[config.mk]
export PLATFORM = sky130hd
export DESIGN_NAME = rdiv_cmp_divider
export DESIGN_NICKNAME = d
export VERILOG_FILES = /design/src/rtl/rdiv_pkg.sv /design/src/rtl/rdiv_rst_sync.sv /design/src/rtl/rdiv_ratio_dec.sv /design/src/rtl/rdiv_core.sv /design/src/rtl/rdiv_cmp_divider.sv
export SDC_FILE = /design/constraint.sdc
export NUM_CORES = 1
export LEC_CHECK = 0
export BUFFER_PORTS_ARGS = -buffer_cell sky130_fd_sc_hd__clkbuf_2
export CAP_MARGIN = 40
export CORE_MARGIN = 8
export CORE_UTILIZATION = 54
export CTS_BUF_LIST = sky130_fd_sc_hd__clkbuf_8
export CTS_CLUSTER_DIAMETER = 80
export CTS_CLUSTER_SIZE = 20
export DETAILED_ROUTE_END_ITERATION = 6
export PLACE_DENSITY = 0.73
export RECOVER_POWER = 25
export SYNTH_ARGS = -nofsm -noshare
export SYNTH_HDL_FRONTEND = slang
export SYNTH_SLANG_ARGS = --single-unit
[constraint.sdc]
create_clock -name clk_i -period 2.3 [get_ports clk_i]
set_input_delay 0.345 -clock clk_i [delete_from_list [all_inputs] [get_ports clk_i]]
set_output_delay 0.345 -clock clk_i [all_outputs]
set_load 0.05 [all_outputs]
[src/rtl/rdiv_pkg.sv]
package rdiv_pkg;
  localparam int unsigned SEL_W     = 4;
  localparam int unsigned STEP_W    = SEL_W - 1;
  localparam int unsigned RATIO_MAX = 320;
  localparam int unsigned RATIO_W   = $clog2(RATIO_MAX + 1);

  typedef logic [RATIO_W-1:0] ratio_t;

  localparam ratio_t RESET_RATIO = ratio_t'(2);
endpackage

[src/rtl/rdiv_rst_sync.sv]
module rdiv_rst_sync #(
  parameter int unsigned STAGES = 2
) (
  input  logic clk_i,
  input  logic rst_ni,
  output logic rst_no
);
  logic [STAGES-1:0] chain_q;
  logic [STAGES-1:0] chain_d;

  generate
    if (STAGES > 1) begin : g_multi
      always_comb chain_d = {chain_q[STAGES-2:0], 1'b1};
    end else begin : g_single
      always_comb chain_d = 1'b1;
    end
  endgenerate

  always_ff @(posedge clk_i or negedge rst_ni) begin
    if (!rst_ni) chain_q <= '0;
    else         chain_q <= chain_d;
  end

  assign rst_no = chain_q[STAGES-1];
endmodule

[src/rtl/rdiv_ratio_dec.sv]
module rdiv_ratio_dec
  import rdiv_pkg::*;
#(
  parameter int unsigned EVEN_BASE = 2,
  parameter int unsigned ODD_FIRST = 3,
  parameter int unsigned ODD_BASE  = 5
) (
  input  logic [SEL_W-1:0] sel_i,
  output ratio_t           ratio_o
);
  logic [STEP_W-1:0] step;
  logic              odd_family;

  assign step       = sel_i[STEP_W-1:0];
  assign odd_family = sel_i[SEL_W-1];

  always_comb begin
    if (!odd_family) begin
      ratio_o = ratio_t'(EVEN_BASE) << step;
    end else if (step == '0) begin
      ratio_o = ratio_t'(ODD_FIRST);
    end else begin
      ratio_o = ratio_t'(ODD_BASE) << (step - STEP_W'(1));
    end
  end
endmodule

[src/rtl/rdiv_core.sv]
module rdiv_core
  import rdiv_pkg::*;
(
  input  logic   clk_i,
  input  logic   rst_ni,
  input  ratio_t new_ratio_i,
  output logic   strobe_o,
  output logic   square_o
);
  ratio_t cnt_q, cnt_d;
  ratio_t ratio_q;
  ratio_t half_up;
  logic   tc;
  logic   ratio_en;

  assign tc       = (cnt_q == '0);
  assign ratio_en = tc;

  // next-state
  always_comb begin
    if (tc) cnt_d = new_ratio_i - ratio_t'(1);
    else    cnt_d = cnt_q - ratio_t'(1);
  end

  // counter register
  always_ff @(posedge clk_i or negedge rst_ni) begin
    if (!rst_ni) cnt_q <= RESET_RATIO - ratio_t'(1);
    else         cnt_q <= cnt_d;
  end

  // ratio register with explicit enable
  always_ff @(posedge clk_i or negedge rst_ni) begin
    if (!rst_ni)       ratio_q <= RESET_RATIO;
    else if (ratio_en) ratio_q <= new_ratio_i;
  end

  assign half_up  = (ratio_q + ratio_t'(1)) >> 1;
  assign strobe_o = tc;
  assign square_o = (cnt_q >= half_up);

  a_r3_in_range: assert property (@(posedge clk_i) disable iff (!rst_ni)
    cnt_q < ratio_q);

  a_r3_countdown: assert property (@(posedge clk_i) disable iff (!rst_ni)
    !tc |=> (cnt_q == $past(cnt_q) - ratio_t'(1)));

  a_r4_reload: assert property (@(posedge clk_i) disable iff (!rst_ni)
    tc |=> (ratio_q == $past(new_ratio_i)) && (cnt_q == ratio_q - ratio_t'(1)));

  a_r5_ratio_held: assert property (@(posedge clk_i) disable iff (!rst_ni)
    !tc |=> $stable(ratio_q));

  a_r6_square_low_at_tc: assert property (@(posedge clk_i) disable iff (!rst_ni)
    tc |-> !square_o);
endmodule

[src/rtl/rdiv_cmp_divider.sv]
module rdiv_cmp_divider
  import rdiv_pkg::*;
#(
  parameter int unsigned SYNC_STAGES = 2
) (
  input  logic             clk_i,
  input  logic             rst_ni,
  input  logic [SEL_W-1:0] sel_i,
  output logic             strobe_o,
  output logic             square_o
);
  logic   rst_n_sync;
  ratio_t sel_ratio;

  rdiv_rst_sync #(.STAGES(SYNC_STAGES)) u_rst_sync (
    .clk_i  (clk_i),
    .rst_ni (rst_ni),
    .rst_no (rst_n_sync)
  );

  rdiv_ratio_dec u_dec (
    .sel_i   (sel_i),
    .ratio_o (sel_ratio)
  );

  rdiv_core u_core (
    .clk_i       (clk_i),
    .rst_ni      (rst_n_sync),
    .new_ratio_i (sel_ratio),
    .strobe_o    (strobe_o),
    .square_o    (square_o)
  );
endmodule

==> results of run 1 <==
-- Yosys cell counts, types with 2 or more instances --
master / count
sky130_fd_sc_hd__dfrtp_1: 18
sky130_fd_sc_hd__nand2_1: 13
sky130_fd_sc_hd__ha_1: 10
sky130_fd_sc_hd__nor2_1: 8
sky130_fd_sc_hd__a21o_1: 7
sky130_fd_sc_hd__xor2_1: 7
sky130_fd_sc_hd__nand3_1: 5
sky130_fd_sc_hd__xnor2_1: 5
sky130_fd_sc_hd__nor2b_1: 4
sky130_fd_sc_hd__nor3_1: 4
sky130_fd_sc_hd__a21oi_1: 3
sky130_fd_sc_hd__inv_1: 3
sky130_fd_sc_hd__nand2b_1: 3
sky130_fd_sc_hd__nor3_2: 3
sky130_fd_sc_hd__o21ai_1: 3
sky130_fd_sc_hd__and3_1: 2
sky130_fd_sc_hd__clkbuf_1: 2
sky130_fd_sc_hd__dfstp_2: 2
sky130_fd_sc_hd__nand4_1: 2
sky130_fd_sc_hd__nor2_2: 2
sky130_fd_sc_hd__o21ai_0: 2
sky130_fd_sc_hd__o31ai_1: 2
sky130_fd_sc_hd__or3_4: 2
-- how the worst min path moves through the flow --
stage                               startpoint                               to
3_5_place_dp                            rst_ni  u_rst_sync.chain_q[1]$_DFF_PN0_
3_3_place_gp                            rst_ni  u_rst_sync.chain_q[0]$_DFF_PN0_
6_report       u_rst_sync.chain_q[1]$_DFF_PN0_        u_core.cnt_q[4]$_DFF_PN0_
2_1_floorplan                           rst_ni  u_rst_sync.chain_q[0]$_DFF_PN0_
5_1_grt        u_rst_sync.chain_q[1]$_DFF_PN0_        u_core.cnt_q[4]$_DFF_PN0_
4_1_cts        u_rst_sync.chain_q[1]$_DFF_PN0_        u_core.cnt_q[4]$_DFF_PN0_
-- worst max-delay path: cells and delay by family (launching register included) --
kind            cells  cell delay (ns)
flops               1             0.56
compound gates      5             0.75
simple gates        1             0.13
buf+inv             1             0.17
fa+ha+maj           2             0.44
-- flip-flops by register name, indices dropped and copies added, names as in the netlist --
signal	flops
u_rst_sync.chain_q	2
u_core.ratio_q	9
u_core.cnt_q	9
-- metal layers --
layer | routed length, um | up-vias | GRT usage
li1 | - | 521 | -
met5 | 0 | - | 0
met3 | 105 | 5 | 0.0187
met4 | 59 | 0 | 0.0790
met2 | 1540 | 28 | 0.270
met1 | 1380 | 515 | 0.194
-- where the power goes --
| group | leakage [nW] | switching, mW | internal (mW) | total (mW) |
|---|---|---|---|---|
| sequential | 0.229 | 0.137 | 0.484 | 0.621 |
| combinational | 0.489 | 0.568 | 0.599 | 1.17 |
| clock | 0.0269 | 0.117 | 0.119 | 0.236 |
| total | 0.746 | 0.822 | 1.20 | 2.03 |
-- logic make-up (layout without fill, tap and decap cells) --
| family | count (synthesis) | count (layout) | share of synthesized area |
|---|---|---|---|
| multiplexers | 2 | 2 | 0.0163 |
| AND/OR/NAND/NOR | 53 | 53 | 0.238 |
| AO/OA/AOI/OAI | 26 | 26 | 0.155 |
| XOR/XNOR | 12 | 12 | 0.0806 |
| buffers and inverters | 7 | 33 | 0.0250 |
| adder cells (fa/ha/maj) | 10 | 10 | 0.0960 |
| flip-flops | 20 | 20 | 0.386 |
| other | 1 | 1 | 0.00288 |
-- repair_timing --
action / CTS / global route
pin swaps: 7 / 2
hold buffers: 1 / 0
endpoints found under the hold margin: 2 / 0
setup endpoints to repair: 1 / 3
resized for setup: 6 / 4
-- per-stage QoR --
step           hold WS [ns]  total power [mW]  utilization
2_1_floorplan        0.0494              1.31            -
6_report              0.301              2.03        0.685
5_1_grt               0.353              2.16        0.685
3_3_place_gp          0.130              1.58        0.632
3_5_place_dp          0.132              1.61        0.632
4_1_cts               0.325              1.99        0.677
-- cell type report --
type	count	area share
clock inverter	1	0.00230
clock buffer	3	0.0252
timing repair buffer	25	0.117
sequential	20	0.308
multi-input combinational	104	0.513
inverter	4	0.0122
tap	30	0.0230
==> summary by stage, run 1 <==
Status
The run finished, with violations left. The final reports fail on negative setup slack.

Cells and area
Registers take 503 sq um. The number of filler cells placed in the layout is 204. The final instance area is 1640 sq um. Of the cells placed in the final design, the portion with a size suffix greater than 1 is 0.312. The repair_antennas step left the layout with diodes totalling 0.

At the end of the flow, the number of nets in the layout was 174. The library cell used most frequently in the layout, excluding fill and tap cells, is sky130_fd_sc_hd__dfrtp_1. The library cells used most frequently in the layout, excluding fill and tap cells, are 18 x sky130_fd_sc_hd__dfrtp_1, 17 x sky130_fd_sc_hd__buf_4, 13 x sky130_fd_sc_hd__nand2_1. The count of cells in the finished layout, fillers not included, comes to 187. The relative area change from synthesis to final layout is 25.4%. The multi-input combinational cells in the finished layout cover a total of 838 sq um.

Clock tree
The sink count of the clock tree is 20. Post-CTS timing repair inserted 0 buffers for setup. In this run the number of H-tree levels came out at 1. The worst-case clock buffer depth is 2. The TritonCTS clock tree is built. The clock latency of the later-clocked register in the worst-skew pair is 0.26 ns. The clock root buffer is sky130_fd_sc_hd__clkbuf_8. Clock-pin slew was measured on the worst setup and hold paths at 0.07 ns. TritonCTS created 3 clock buffers.

STA
The total negative slack for setup checks is -0.350 ns. Of the available clock period, the critical path in the final layout requires 1.15. The max-slew violation total from the final report is 0.

The minimum clock period after layout is 2.65 ns. Setup violations remaining at the end of the flow were counted as 1. The maximum clock frequency is 377 MHz.

Setup repair after global routing could not meet its margin everywhere. Across all setup checks in the final design, the least slack found is -0.350 ns. The worst max-slew margin expressed relative to the limit is 0.511. At the pin with the least slew margin, the transition time is 0.733 ns. On the final layout, the worst clock skew is 0.00544 ns. The final hold violation count is 0.

Placement
The final HPWL from detailed placement is 2290 um. Routability-driven placement finished with a final weighted congestion of 0.939. The instance area at placement is 1510 sq um. The placement-stage worst setup slack is -0.208 ns.

The count of input and output buffers is 7. The number of instances in the placed design is 182.

Critical path
The capture point of the critical path is square_o. The slowest stage cell on the critical path is sky130_fd_sc_hd__dfstp_2. The required time at the worst-slack endpoint is 1.96 ns.

The depth of the worst register-to-register path is 10. In this run the critical register-to-register path is captured at u_core.cnt_q[6]$_DFF_PN0_. The critical path capture point type is an output port. The type of element launching the critical path is a flop. Of all nets on the critical path, the largest fanout is 2. The most critical setup path has its startpoint at u_core.ratio_q[1]$_DFFE_PN1N_.

The origin of the critical flop-to-flop path is u_core.cnt_q[0]$_DFF_PN1_. The category of the critical setup timing path is flop to output port. On the worst path, the slowest cell contributes a delay of 0.56 ns. The register-to-register setup slack is 0.10 ns. The critical path arrival is 2.31 ns. Walking the worst path, the cells encountered are ha_4 -> ha_4 -> nand2b_4 -> a21o_1 -> a21o_1 -> a211oi_2 -> o21ai_1 -> o311a_4 -> clkbuf_16.

Synth
The synthesized area per cell is 9.95 sq um. The Yosys step of the flow raised 0 warnings. The summed instance area of the synthesized netlist is 1300 sq um. The biggest area contributor in the post-synthesis netlist is sky130_fd_sc_hd__dfrtp_1. After synthesis, the share of flip-flops with an asynchronous set or reset is 1.00. Yosys attributes the largest share of cell area to sky130_fd_sc_hd__dfrtp_1 35%, sky130_fd_sc_hd__ha_1 9.6%, sky130_fd_sc_hd__xor2_1 4.7%. For this run, the register share of the synthesized area comes to 0.386. In the synthesized netlist, the number of instances is 131.

After synthesis, the netlist uses 42 different library cells. The synthesized design contains 0 enable-type register cells. Of the post-synthesis cell area, the dominant cell type holds 0.345. The prevailing post-synth register cell is sky130_fd_sc_hd__dfrtp_1.

The synthesis-stage register bit count is 20. The net count after synthesis is 147.

Floorplanning
The number of top-level pins is 8. The region available for standard cell placement spans 2390 sq um. The effective utilization at floorplan is 0.546.

The cell row count is 18. The floorplan step set the die width to 65.1 um. From bottom edge to top edge, the die measures 65.1 um. The die covers 4240 sq um.

Global routing
Entering global routing, the biggest net connects 19 pins. The overall global routing resource usage is 0.159. The first global-routing pass estimated 5290 um of wire.

The number of antenna violations at the first check in global routing was 0. The total overflow left after global routing is 0. The via count of the first global-routing pass is 1,138.

Route
The via count is 1,069. For this block, the routed nets add up to 3080 um of wire. The total iterations of the first detailed-routing run is 5. The iteration-0 DRC count of the detailed router is 58.

The detail route stage leaves a number of antenna-violating nets equal to 0. After detailed routing, the number of remaining DRC violations is 0. The post-detailed-route wirelength per cell is 16.5 um. The via count normalized by instance count is 5.72.

Job
Max-cap violations in this run came to 0.

Power
The peak supply drop is 0.981 mV. Power spread over the standard cell area amounts to 1240 nW/um^2. The static leakage power is 0.746 nW.

Hold path
The path class of the tightest hold or removal check is flop to async pin.
(Power assumes the default switching activity.)
==> run 2, diff against run 1 <==
--- a/config.mk
+++ b/config.mk
@@ -8,13 +8,14 @@
 export BUFFER_PORTS_ARGS = -buffer_cell sky130_fd_sc_hd__clkbuf_2
 export CAP_MARGIN = 40
 export CORE_MARGIN = 8
-export CORE_UTILIZATION = 54
+export CORE_UTILIZATION = 37
 export CTS_BUF_LIST = sky130_fd_sc_hd__clkbuf_8
 export CTS_CLUSTER_DIAMETER = 80
 export CTS_CLUSTER_SIZE = 20
 export DETAILED_ROUTE_END_ITERATION = 6
-export PLACE_DENSITY = 0.73
+export PLACE_DENSITY = 0.53
 export RECOVER_POWER = 25
 export SYNTH_ARGS = -nofsm -noshare
 export SYNTH_HDL_FRONTEND = slang
+export SYNTH_HIERARCHICAL = 1
 export SYNTH_SLANG_ARGS = --single-unit
==> summary by stage, run 2 <==
Status
The flow ran to the end, but the final reports show violations. The checks that failed: negative setup slack.

STA
The smallest setup slack after layout is -0.305 ns. The worst max-slew margin expressed relative to the limit is 0.484. The ratio of final minimum period to clock period is 1.13. For the finished layout, the period the worst path requires is 2.60 ns.

The max-slew violation total from the final report is 0. The maximum clock frequency is 384 MHz. The worst clock skew is 0.00170 ns. For the pin with the worst max-slew slack, the measured transition is 0.774 ns. Setup repair after global routing could not meet its margin everywhere.

The final setup violation count is 1. The smallest hold slack is 0.323 ns. The final hold violation count is 0.

Adding up every negative setup slack in the final design gives -0.305 ns.

Clock tree
The number of buffers created by CTS is 3. The CTS clock-pin slew for the worst setup and hold paths is 0.08 ns. The worst-case clock buffer depth is 2. The TritonCTS clock tree is built. The clock root buffer is sky130_fd_sc_hd__clkbuf_8. The clock latency of the later-clocked register in the worst-skew pair is 0.26 ns. CTS built an H-tree with a depth of 1. The sink count of the clock tree is 20.

Hold path
The class of the tightest hold or removal check is flop to async pin.

Synth
After synthesis the netlist holds a flip-flop and latch count of 20. The cell taking the most area after synthesis is sky130_fd_sc_hd__dfrtp_1. Counting flops with a built-in enable in the synthesized netlist gives 0. The instance count of the mapped netlist is 130. Of the post-synthesis cell area, the dominant cell type holds 0.331. The prevailing post-synth register cell is sky130_fd_sc_hd__dfrtp_1. The sequential fraction of the synthesis area is 0.370.

The synthesized area per cell is 10.5 sq um. Ranked by total cell area, the synthesized netlist is headed by sky130_fd_sc_hd__dfrtp_1 33%, sky130_fd_sc_hd__ha_1 9.2%, sky130_fd_sc_hd__mux2_2 5.8%. The yosys synthesis warning count is 6. The synthesized netlist occupies a cell area of 1360 sq um.

After synthesis, the most frequently instantiated cells are 18 x sky130_fd_sc_hd__dfrtp_1, 10 x sky130_fd_sc_hd__ha_1, 7 x sky130_fd_sc_hd__mux2_2, 7 x sky130_fd_sc_hd__nand2_1. The net count after synthesis is 146. Yosys instantiated no cell more often than sky130_fd_sc_hd__dfrtp_1. Counting flops with an async set or reset pin after synthesis yields a share of 1.00. Synthesis instantiated 44 different standard cells from the library.

Critical path
The required time at the worst-slack endpoint is 1.96 ns. The category of the critical setup timing path is flop to output port. STA classifies the critical path endpoint as an output port. The register-to-register setup slack is 0.05 ns. In this run the worst path has a maximum fanout of 2. The type of element launching the critical path is a flop. STA puts the critical path data arrival time at 2.26 ns.

Cells and area
The top cell types in the final layout, fill and taps aside, are 28 x sky130_fd_sc_hd__buf_4, 18 x sky130_fd_sc_hd__dfrtp_1, 7 x sky130_fd_sc_hd__mux2_2, 7 x sky130_fd_sc_hd__ha_1. The largest registers in the layout are u_core/cnt_q: 9 flops, u_core/ratio_q: 9 flops, u_rst_sync/chain_q: 2 flops. In the final layout, the share of cells above drive strength 1 is 0.418. For this run, the share of the core covered by cells in the final layout is 0.517. Relative to the synthesized area, the layout overhead comes to 37.2%. The number of antenna diodes in the final layout is 0. The count of nets after finishing is 188. The leading cell type in the layout, fill and taps excluded is sky130_fd_sc_hd__buf_4.

Global routing
The via count of the first global-routing pass is 1,203. The overall global routing resource usage is 0.116. For this run the aggregate overflow at the end of global routing stands at 0. Entering global routing, the biggest net connects 19 pins. The first global-routing pass estimated 5520 um of wire.

The number of antenna violations at the first check in global routing was 0.

Power
The power density relative to cell area is 352 nW/um^2. For this design the total switching power over the nets is 0.160 mW. The peak supply drop is 0.219 mV. Of the total power, the clock network draws 0.366. Summed over all cells, the static leakage comes to 0.791 nW.

The overall power consumption is 0.656 mW. The sequential share of power is 0.548. The power share of the combinational group is 0.086. The proportion of total power due to net switching is 0.244.

Cell internal power was estimated by the tool at 0.496 mW.

Floorplanning
The area of the die is 5870 sq um. The horizontal extent of the die is 76.6 um. 8 I/O pins were placed.

For this configuration, the core starts out at a cell density of 0.377. The die boundary height is 76.6 um. The area inside the core boundary is 3610 sq um. The floorplan has 22 rows.

Route
Once detail routing completed, the nets flagged for antenna violations numbered 0. After detailed routing, the number of remaining DRC violations is 0. The final route contains 1,145 vias. The iteration-0 DRC count of the detailed router is 28.

The total iterations of the first detailed-routing run is 4. The final wirelength is 3400 um. The post-detailed-route wirelength per cell is 15.6 um. The via count normalized by instance count is 5.25.

Placement
The last weighted congestion value of the routability-driven placer is 0.804. The final HPWL from detailed placement is 2480 um. The count of input and output buffers is 7.

Job
Max-cap violations in this run came to 0.
[run 2: cell count changes in the layout (fill, tap and decap cells not counted), moves of 3 or more]
cell / delta
sky130_fd_sc_hd__nor2_1: -4
sky130_fd_sc_hd__buf_6: +3
sky130_fd_sc_hd__o21ai_1: -3
sky130_fd_sc_hd__buf_4: +11
sky130_fd_sc_hd__mux2_2: +6
sky130_fd_sc_hd__nor2b_1: -3
sky130_fd_sc_hd__nor3_2: -3
sky130_fd_sc_hd__nand2_1: -7
[run 2: power by group through the flow]
stage | Combinational [mW] | Sequential, mW | Clock (mW)
after floorplan | 0.0361 | 0.365 | 0
after global placement | 0.0535 | 0.367 | 0
after detailed placement | 0.0543 | 0.367 | 0
after CTS | 0.0559 | 0.360 | 0.243
after global routing | 0.0629 | 0.361 | 0.257
final | 0.0566 | 0.360 | 0.240
[run 2: layer usage]
layer / global-route usage / share of wire / vias up
met5: 0 / 0 / -
li1: - / - / 571
met3: 0.0212 / 0.017 / 4
met4: 0.0519 / 0.016 / 0
met2: 0.211 / 0.52 / 6
met1: 0.127 / 0.44 / 564
[run 2: metrics by stage]
| stage | setup slack (ns) | instances | cell area (sq um) |
|---|---|---|---|
| 2_1_floorplan | -0.182 | 130 | 1390 |
| 3_3_place_gp | -0.104 | 201 | 1610 |
| 3_5_place_dp | -0.192 | 201 | 1610 |
| 4_1_cts | -0.290 | 207 | 1740 |
| 5_1_grt | -0.406 | 218 | 1870 |
| 6_report | -0.305 | 218 | 1870 |
[run 2: final timing paths]
| path | start | to | cells after the start |
|---|---|---|---|
| worst max-delay path | u_core/ratio_q[2]$_DFFE_PN0N_ | square_o | 9 |
| worst min-delay path | u_rst_sync/chain_q[1]$_DFF_PN0_ | u_core/cnt_q[2]$_DFF_PN0_ | 0 |
| worst max register to register | u_core/cnt_q[0]$_DFF_PN1_ | u_core/cnt_q[6]$_DFF_PN0_ | 10 |
| worst min register to register | u_rst_sync/chain_q[1]$_DFF_PN0_ | u_core/cnt_q[2]$_DFF_PN0_ | 0 |
| max in group asynchronous | u_rst_sync/chain_q[1]$_DFF_PN0_ | u_core/ratio_q[3]$_DFFE_PN0N_ | 0 |
| min in group clk_i | u_rst_sync/chain_q[0]$_DFF_PN0_ | u_rst_sync/chain_q[1]$_DFF_PN0_ | 0 |
[run 2: cells by family (layout without fill, tap and decap cells)]
logic type	Yosys count	count (layout)	synth area share
adders and majority gates	10	10	0.0920
xor gates and xnor gates	10	10	0.0644
AOI/OAI and AO/OA	27	27	0.142
buffers and inverters	7	47	0.0304
other	1	1	0.00276
muxes	8	8	0.0662
DFF	20	20	0.370
and+or+nand+nor	47	47	0.233
[run 2: cell type report]
type | count | area [sq um]
fill | 329 | 1740
multi-input combinational | 103 | 915
sequential | 20 | 503
timing repair buffer | 40 | 332
tap | 48 | 60.1
clock buffer | 3 | 41.3
inverter | 4 | 15.0
[run 2: critical path, stage by stage (launching register included)]
cell	delay [ns]
sky130_fd_sc_hd__dfrtp_1	0.36
sky130_fd_sc_hd__and3_4	0.19
sky130_fd_sc_hd__and2_4	0.13
sky130_fd_sc_hd__nand4_1	0.09
sky130_fd_sc_hd__xor2_1	0.18
sky130_fd_sc_hd__ha_1	0.30
sky130_fd_sc_hd__a21o_1	0.20
sky130_fd_sc_hd__a211oi_2	0.22
sky130_fd_sc_hd__o211ai_1	0.14
sky130_fd_sc_hd__clkbuf_8	0.20
[run 2: timing repair]
| action | in CTS | in global routing |
|---|---|---|
| hold endpoints to repair | 2 | 0 |
| setup buffers | 2 | 11 |
| hold buffers | 1 | 0 |
| setup endpoints to repair | 3 | 4 |
| resized for setup | 8 | 8 |
| pin swaps | 9 | 9 |
